--- config.mk ---
export PLATFORM = sky130hd
export DESIGN_NAME = wb_sequencer
export DESIGN_NICKNAME = d
export VERILOG_FILES = /design/src/rtl/wb_seq_pkg.sv /design/src/rtl/wb_seq_ctrl.sv /design/src/rtl/wb_prog_engine.sv /design/src/rtl/wb_sequencer.sv
export SDC_FILE = /design/constraint.sdc
export NUM_CORES = 2
export LEC_CHECK = 0
export BUFFER_PORTS_ARGS = -buffer_cell sky130_fd_sc_hd__clkbuf_2
export CORE_MARGIN = 10
export CORE_UTILIZATION = 42
export CTS_CLUSTER_DIAMETER = 100
export DETAILED_ROUTE_END_ITERATION = 10
export PLACE_DENSITY_LB_ADDON = 0.3
export SKIP_CTS_REPAIR_TIMING = 1
export SYNTH_ARGS = -nofsm -noshare
export SYNTH_HDL_FRONTEND = slang
export SYNTH_SLANG_ARGS = --single-unit
--- constraint.sdc ---
create_clock -name clk -period 4.6 [get_ports clk]
set_input_delay 0 -clock clk [delete_from_list [all_inputs] [get_ports clk]]
set_output_delay 0 -clock clk [all_outputs]
set_load 0.005 [all_outputs]
--- src/rtl/wb_seq_pkg.sv ---
package wb_seq_pkg;
  localparam logic [7:0] CMD_SETUP   = 8'hE8;
  localparam logic [7:0] CMD_CONFIRM = 8'hD0;
  localparam logic [7:0] CMD_CLEAR   = 8'h50;

  typedef enum logic [2:0] {
    ST_IDLE, ST_COUNT, ST_START, ST_DATA, ST_CONF
  } seq_state_e;
endpackage

--- src/rtl/wb_seq_ctrl.sv ---
module wb_seq_ctrl
  import wb_seq_pkg::*;
#(
  parameter int DW    = 16,
  parameter int AW    = 7,
  parameter int BW    = 5,
  parameter int NBLK  = 4,
  parameter int DEPTH = 16,
  localparam int CW   = $clog2(DEPTH),
  localparam int NBW  = AW - BW
) (
  input  logic                clk,
  input  logic                rst_n,
  input  logic                fire,
  input  logic [AW-1:0]       cmd_addr,
  input  logic [DW-1:0]       cmd_data,
  input  logic [NBLK-1:0]     lock,
  input  logic                wp_n,
  input  logic                vpp_ok,
  input  logic                eng_busy,
  output logic                err_seq,
  output logic                err_prog,
  output logic                err_lock,
  output logic                grant,
  output logic                pending,
  output logic                idle,
  output logic                start,
  output logic [AW-1:0]       start_base,
  output logic [CW-1:0]       start_cnt,
  output logic [DEPTH*DW-1:0] start_data,
  output logic [DEPTH-1:0]    start_mask
);
  seq_state_e          state_q;
  logic [NBW-1:0]      blk_q;
  logic [AW-1:0]       base_q;
  logic [CW-1:0]       cnt_q, left_q;
  logic [DW-1:0]       buf_q [DEPTH];
  logic [DEPTH-1:0]    mask_q;

  logic          in_blk, conf_code, lock_hit, conf_go, any_err;
  logic [AW-1:0] off;
  logic [BW:0]   end_off;

  assign in_blk    = (cmd_addr[AW-1:BW] == blk_q);
  assign off       = cmd_addr - base_q;
  assign end_off   = {1'b0, cmd_addr[BW-1:0]} + {{(BW+1-CW){1'b0}}, cnt_q};
  assign conf_code = (cmd_data == DW'(CMD_CONFIRM));
  assign lock_hit  = lock[blk_q] && !wp_n;
  assign conf_go   = fire && (state_q == ST_CONF) && conf_code && vpp_ok && !lock_hit;
  assign any_err   = err_seq || err_prog || err_lock;
  assign start     = !eng_busy && (conf_go || pending);
  assign idle      = (state_q == ST_IDLE);

  assign start_base = base_q;
  assign start_cnt  = cnt_q;
  assign start_mask = mask_q;
  for (genvar g = 0; g < DEPTH; g++) begin : g_flat
    assign start_data[g*DW +: DW] = buf_q[g];
  end

  always_ff @(posedge clk) begin
    if (!rst_n) begin
      state_q  <= ST_IDLE;
      blk_q    <= '0;
      base_q   <= '0;
      cnt_q    <= '0;
      left_q   <= '0;
      mask_q   <= '0;
      err_seq  <= 1'b0;
      err_prog <= 1'b0;
      err_lock <= 1'b0;
      grant    <= 1'b0;
      pending  <= 1'b0;
      for (int i = 0; i < DEPTH; i++) buf_q[i] <= '0;
    end else begin
      if (pending && !eng_busy) pending <= 1'b0;
      if (fire) begin
        unique case (state_q)
          ST_IDLE: begin
            if (cmd_data == DW'(CMD_SETUP)) begin
              if (any_err || pending) begin
                grant <= 1'b0;
              end else begin
                grant   <= 1'b1;
                blk_q   <= cmd_addr[AW-1:BW];
                mask_q  <= '0;
                state_q <= ST_COUNT;
              end
            end else if (cmd_data == DW'(CMD_CLEAR)) begin
              err_seq  <= 1'b0;
              err_prog <= 1'b0;
              err_lock <= 1'b0;
            end
          end
          ST_COUNT: begin
            if (!in_blk || cmd_data > DW'(DEPTH-1)) begin
              err_seq <= 1'b1; err_prog <= 1'b1; state_q <= ST_IDLE;
            end else begin
              cnt_q   <= cmd_data[CW-1:0];
              state_q <= ST_START;
            end
          end
          ST_START: begin
            if (!in_blk || end_off > (BW+1)'(2**BW - 1)) begin
              err_seq <= 1'b1; err_prog <= 1'b1; state_q <= ST_IDLE;
            end else begin
              base_q    <= cmd_addr;
              buf_q[0]  <= cmd_data;
              mask_q[0] <= 1'b1;
              left_q    <= cnt_q;
              state_q   <= (cnt_q == '0) ? ST_CONF : ST_DATA;
            end
          end
          ST_DATA: begin
            if (off > AW'(cnt_q)) begin
              err_seq <= 1'b1; err_prog <= 1'b1; state_q <= ST_IDLE;
            end else begin
              buf_q[off[CW-1:0]]  <= cmd_data;
              mask_q[off[CW-1:0]] <= 1'b1;
              left_q              <= left_q - 1'b1;
              if (left_q == CW'(1)) state_q <= ST_CONF;
            end
          end
          ST_CONF: begin
            state_q <= ST_IDLE;
            if (!conf_code || !vpp_ok) begin
              err_seq <= 1'b1; err_prog <= 1'b1;
            end else if (lock_hit) begin
              err_lock <= 1'b1; err_prog <= 1'b1;
            end else if (eng_busy) begin
              pending <= 1'b1;
            end
          end
          default: state_q <= ST_IDLE;
        endcase
      end
    end
  end
endmodule

--- src/rtl/wb_prog_engine.sv ---
module wb_prog_engine #(
  parameter int DW          = 16,
  parameter int AW          = 7,
  parameter int DEPTH       = 16,
  parameter int WORD_CYCLES = 4,
  localparam int CW         = $clog2(DEPTH),
  localparam int WORDS      = 2**AW,
  localparam int WCW        = (WORD_CYCLES > 1) ? $clog2(WORD_CYCLES) : 1
) (
  input  logic                clk,
  input  logic                rst_n,
  input  logic                start,
  input  logic [AW-1:0]       start_base,
  input  logic [CW-1:0]       start_cnt,
  input  logic [DEPTH*DW-1:0] start_data,
  input  logic [DEPTH-1:0]    start_mask,
  input  logic [AW-1:0]       rd_addr,
  output logic [DW-1:0]       rd_data,
  output logic                busy,
  output logic                wr_en
);
  logic [DW-1:0]       mem [WORDS];
  logic [AW-1:0]       base_q;
  logic [CW-1:0]       cnt_q, idx_q;
  logic [DEPTH*DW-1:0] data_q;
  logic [DEPTH-1:0]    mask_q;
  logic [WCW-1:0]      tick_q;
  logic                word_done;
  logic [AW-1:0]       wr_addr;

  assign word_done = busy && (tick_q == WCW'(WORD_CYCLES-1));
  assign wr_en     = word_done && mask_q[idx_q];
  assign wr_addr   = base_q + AW'(idx_q);
  assign rd_data   = mem[rd_addr];

  always_ff @(posedge clk) begin
    if (!rst_n) begin
      busy   <= 1'b0;
      base_q <= '0;
      cnt_q  <= '0;
      idx_q  <= '0;
      data_q <= '0;
      mask_q <= '0;
      tick_q <= '0;
      for (int i = 0; i < WORDS; i++) mem[i] <= '1;
    end else if (start) begin
      busy   <= 1'b1;
      base_q <= start_base;
      cnt_q  <= start_cnt;
      data_q <= start_data;
      mask_q <= start_mask;
      idx_q  <= '0;
      tick_q <= '0;
    end else if (busy) begin
      if (word_done) begin
        tick_q <= '0;
        if (wr_en) mem[wr_addr] <= mem[wr_addr] & data_q[idx_q*DW +: DW];
        if (idx_q == cnt_q) busy <= 1'b0;
        else idx_q <= idx_q + 1'b1;
      end else begin
        tick_q <= tick_q + 1'b1;
      end
    end
  end
endmodule

--- src/rtl/wb_sequencer.sv ---
module wb_sequencer #(
  parameter int DW          = 16,
  parameter int NBLK        = 4,
  parameter int BLK_WORDS   = 32,
  parameter int DEPTH       = 16,
  parameter int WORD_CYCLES = 4,
  localparam int BW         = $clog2(BLK_WORDS),
  localparam int AW         = $clog2(NBLK * BLK_WORDS),
  localparam int CW         = $clog2(DEPTH)
) (
  input  logic            clk,
  input  logic            rst_n,
  input  logic            cmd_valid,
  output logic            cmd_ready,
  input  logic [AW-1:0]   cmd_addr,
  input  logic [DW-1:0]   cmd_data,
  input  logic [NBLK-1:0] lock,
  input  logic            wp_n,
  input  logic            vpp_ok,
  output logic [7:0]      sts,
  output logic [7:0]      xsts,
  input  logic [AW-1:0]   rd_addr,
  output logic [DW-1:0]   rd_data
);
  logic                fire, eng_busy, eng_wr, ctl_pending, ctl_idle, start;
  logic                err_seq, err_prog, err_lock, grant;
  logic [AW-1:0]       start_base;
  logic [CW-1:0]       start_cnt;
  logic [DEPTH*DW-1:0] start_data;
  logic [DEPTH-1:0]    start_mask;

  assign cmd_ready = rst_n;
  assign fire      = cmd_valid && cmd_ready;

  wb_seq_ctrl #(.DW(DW), .AW(AW), .BW(BW), .NBLK(NBLK), .DEPTH(DEPTH)) u_ctrl (
    .clk(clk), .rst_n(rst_n), .fire(fire), .cmd_addr(cmd_addr), .cmd_data(cmd_data),
    .lock(lock), .wp_n(wp_n), .vpp_ok(vpp_ok), .eng_busy(eng_busy),
    .err_seq(err_seq), .err_prog(err_prog), .err_lock(err_lock), .grant(grant),
    .pending(ctl_pending), .idle(ctl_idle), .start(start), .start_base(start_base),
    .start_cnt(start_cnt), .start_data(start_data), .start_mask(start_mask)
  );

  wb_prog_engine #(.DW(DW), .AW(AW), .DEPTH(DEPTH), .WORD_CYCLES(WORD_CYCLES)) u_eng (
    .clk(clk), .rst_n(rst_n), .start(start), .start_base(start_base),
    .start_cnt(start_cnt), .start_data(start_data), .start_mask(start_mask),
    .rd_addr(rd_addr), .rd_data(rd_data), .busy(eng_busy), .wr_en(eng_wr)
  );

  assign sts  = {!eng_busy && !ctl_pending, 1'b0, err_seq, err_prog, 2'b00, err_lock, 1'b0};
  assign xsts = {grant, 7'b0};
endmodule

==> impl_metrics.csv <==
group,metric,value,unit
grt,grt_pass1_vias,88510,
critical_path,crit_fanout,31,
hold_path,hp-class,"in2reg",
grt,grt_pass1_wl,653300,microns
cts,cts_buffers,295,
critical_path,cp-start-kind,"flop",
floorplan,dieArea,0.3318,sq mm
drt,drc,0,
floorplan,start_util,0.4211,
final_layout,final_cell_area,0.1497,sq mm
critical_path,slowest_stage,"o21ai_1",
final_layout,fin_cells,14400,
timing,hold_viol_final,0,
run_status,outcome,"finished with violations",
synth,ys_types,84,
timing,fin_hold_ws,0.06600,ns
place,dpl.hpwl,308300,microns
cts,clk_latency,0.93,ns
timing,worst_pin_slew,1.350,ns
drt,drtIter0Drc,14360,
synth,yosys-top-cells-count,"nand2_1 (3255), edfxtp_1 (2304), mux4_2 (1172)",
critical_path,crit_required,5.34,ns
timing,finalWorstSetupSlack,-0.1518,ns
place,place_area,0.1394,sq mm
pwr,p_leak,47.06,nW
timing,slew_headroom,0.1000,
critical_path,worst_setup_path_end_kind,"flop",
pwr,ir_worst_vdd,304.4,uV
timing,setup_violations,157,
place,place_congestion,0.9701,
final_layout,post-route-util,0.4854,
run_status,violations,"setup timing",
synth,synth_flop_cell,"edfxtp_1",
synth,syn_area,0.1298,sq mm
cts,ctsLongestPathBuffers,4,
drt,vias,91320,
floorplan,io_pins,72,
grt,grt_max_degree,170,
final_layout,drive_gt1_frac,0.2536,
synth,ys_ff_latch,2635,
timing,fin_skew,0.09336,ns
drt,routedWlPerCell,32.28,microns
cts,htreeDepth,5,
synth,yosysMostFrequentCell,"nand2_1",
synth,synth-seq-area-share,0.5839,
synth,yosys.area.top_type_share,0.5328,
synth,synth.area.top_cells,"edfxtp_1 (53%), mux4_2 (20%), nand2_1 (9.4%)",
critical_path,reg2reg_depth,15,
critical_path,cp_data_arrival_time,5.49,ns
grt,antenna_found_initial,24,
critical_path,slowest_delay,0.61,ns
critical_path,worst-setup-path-type,"reg2reg",
timing,finalCriticalPeriod,4.752,ns
drt,drt-pass1-iter-count,7,
synth,syn-instance-count,9824,
timing,rsz0062_at_grt,"true",
pwr,power_density,364.3,mW/mm^2
timing,final_max_slew_viol_count,0,
synth,postSynthAreaPerCell,13.22,sq um
final_layout,fillers,26470,
drt,avgViaCountPerCell,6.342,
floorplan,rows,204,
critical_path,path_cells,"ha_4 -> fa_4 -> xor2_4 -> buf_12 -> buf_4 -> mux4_2 -> nor2_1 -> o21ai_1 -> nand4_1 -> o221ai_4 -> o21ai_4 -> buf_12 -> buf_12 -> buf_12 -> nand2_1",
floorplan,die_w,576.0,microns
hold_path,whs_path_depth,3,
drt,ant_nets,0,
floorplan,coreArea,0.3083,sq mm
drt,wl,464800,microns
place,pre_cts_ws,-0.4239,ns
synth,synth_edf_count,2304,
final_layout,final_nets,10110,
synth,synth_top_cell_by_area,"edfxtp_1",
cts,clk_pin_slew,0.06,ns
flow_run,maxCapViolCount,0,
grt,grt_usage,0.2699,
place,place_inst,13810,
critical_path,crit_top_cell,"buf_12",
floorplan,die_y,576.0,microns
synth,ys_async_sr_fraction,0,
synth,yosysWarnings,0,
final_layout,area_delta_synth_final,15.26,%
cts,cts-root-buf,"clkbuf_16",
cts,numClockSinks,2635,
grt,grt.overflow.total,0,
place,port_buffers,60,
timing,timing.final.crit_share,1.033,
timing,fmaxAchievable,210.4,MHz
cts,tritoncts,"built",
## power by group
part	internal, mW	switching, mW	total, mW
clock	13.5	9.97	23.5
combinational	1.53	2.26	3.79
sequential	26.8	0.445	27.3
## cell families (layout without fill, tap and decap cells)
family | after synthesis | count (layout) | synth area share
flops | 2635 | 2635 | 0.5839
fa+ha+maj | 23 | 23 | 0.002332
xor+xnor | 13 | 13 | 0.0008769
mux | 1296 | 1296 | 0.2131
other cells | 1 | 18 | 0.00002888
compound gates | 773 | 773 | 0.03683
simple gates | 4080 | 4081 | 0.1275
buf+inv | 1003 | 1441 | 0.03549
## layout make-up
cell class	count	area (sq um)	area share
Sequential cell	2635	75820	0.5067
Clock buffer	369	7833	0.05234
Timing Repair Buffer	884	8952	0.05982
Multi-Input combinational cell	6197	50190	0.3354
Inverter	32	127.6	0.0008528
Antenna cell	7	17.52	0.0001171
Clock inverter	156	1555	0.01039
Tap cell	4120	5155	0.03445
## metrics by stage
stage | setup TNS [ns] | total power, mW
final | -9.949 | 54.51
after global routing | -3.195 | 55.66
after CTS | -126.77 | 54.47
after detailed placement | -116.20 | 31.39
after global placement | -110.96 | 31.27
after floorplan | -2.453 | 29.65
## cell usage in the layout, fill, tap and decap left out, types with 20 or more instances in the layout
| cell | n |
|---|---|
| a32oi_1 | 48 |
| dfxtp_1 | 328 |
| nand3_1 | 212 |
| nand4_1 | 26 |
| and2_1 | 200 |
| clkinv_2 | 46 |
| nor3_1 | 62 |
| mux2i_1 | 96 |
| a31oi_1 | 57 |
| a21oi_1 | 315 |
| dlygate4sd3_1 | 38 |
| mux2_2 | 25 |
| clkbuf_2 | 55 |
| inv_1 | 30 |
| o21ai_1 | 79 |
| nor2_1 | 210 |
| edfxtp_1 | 2304 |
| ha_1 | 20 |
| clkbuf_1 | 59 |
| clkinv_1 | 60 |
| mux4_2 | 1172 |
| o21ai_2 | 72 |
| nand2_1 | 3253 |
| clkbuf_16 | 299 |
| bufinv_16 | 24 |
| and3_1 | 33 |
| buf_4 | 599 |
| o21ai_0 | 32 |
| buf_12 | 173 |
## worst paths after layout
check,startpoint,slack (ns),end
setup reg to reg,u_eng.idx_q[0]$_SDFFE_PP0P_,-0.15,u_eng.mem[94][4]$_SDFFCE_PN1P_
hold reg to reg,u_ctrl.start_mask[4]$_SDFFE_PN0P_,0.44,u_eng.mask_q[4]$_SDFFE_PN0P_
hold / removal,cmd_data[1],0.07,u_ctrl.buf_q[0][1]$_DFFE_PP_
setup / recovery,u_eng.idx_q[0]$_SDFFE_PP0P_,-0.15,u_eng.mem[94][4]$_SDFFCE_PN1P_
## routing by layer
layer	global-route usage	vias up	routed length (microns)
met5	0	-	295
met4	0.1410	20	31140
met3	0.08881	1383	64590
met2	0.4085	6825	207300
met1	0.3469	46140	161400
li1	-	36960	-
## registers in the layout, indices dropped and copies added (netlist names)
signal / cells
u_ctrl.start_mask: 16
u_ctrl.left_q: 4
u_eng.mask_q: 16
u_eng.tick_q: 2
u_ctrl.pending: 1
u_eng.data_q: 256
u_eng.busy: 1
u_eng.idx_q: 4
u_ctrl.err_lock: 1
u_eng.cnt_q: 4
u_ctrl.buf_q: 256
u_ctrl.grant: 1
u_eng.mem: 2048
u_eng.base_q: 7
u_ctrl.blk_q: 2
u_ctrl.err_prog: 1
u_ctrl.start_base: 7
u_ctrl.start_cnt: 4
u_ctrl.err_seq: 1
u_ctrl.state_q: 3
## worst max-delay path, delay by kind of cell, from the launching register on
family,cells,cell delay [ns]
AO/OA/AOI/OAI,3,1.07
buffers and inverters,5,1.04
adder cells (fa/ha/maj),2,0.75
AND/OR/NAND/NOR,3,0.74
flip-flops,1,0.36
XOR/XNOR,1,0.34
multiplexers,1,0.26
Note: power is estimated with default switching activity, not from simulation.
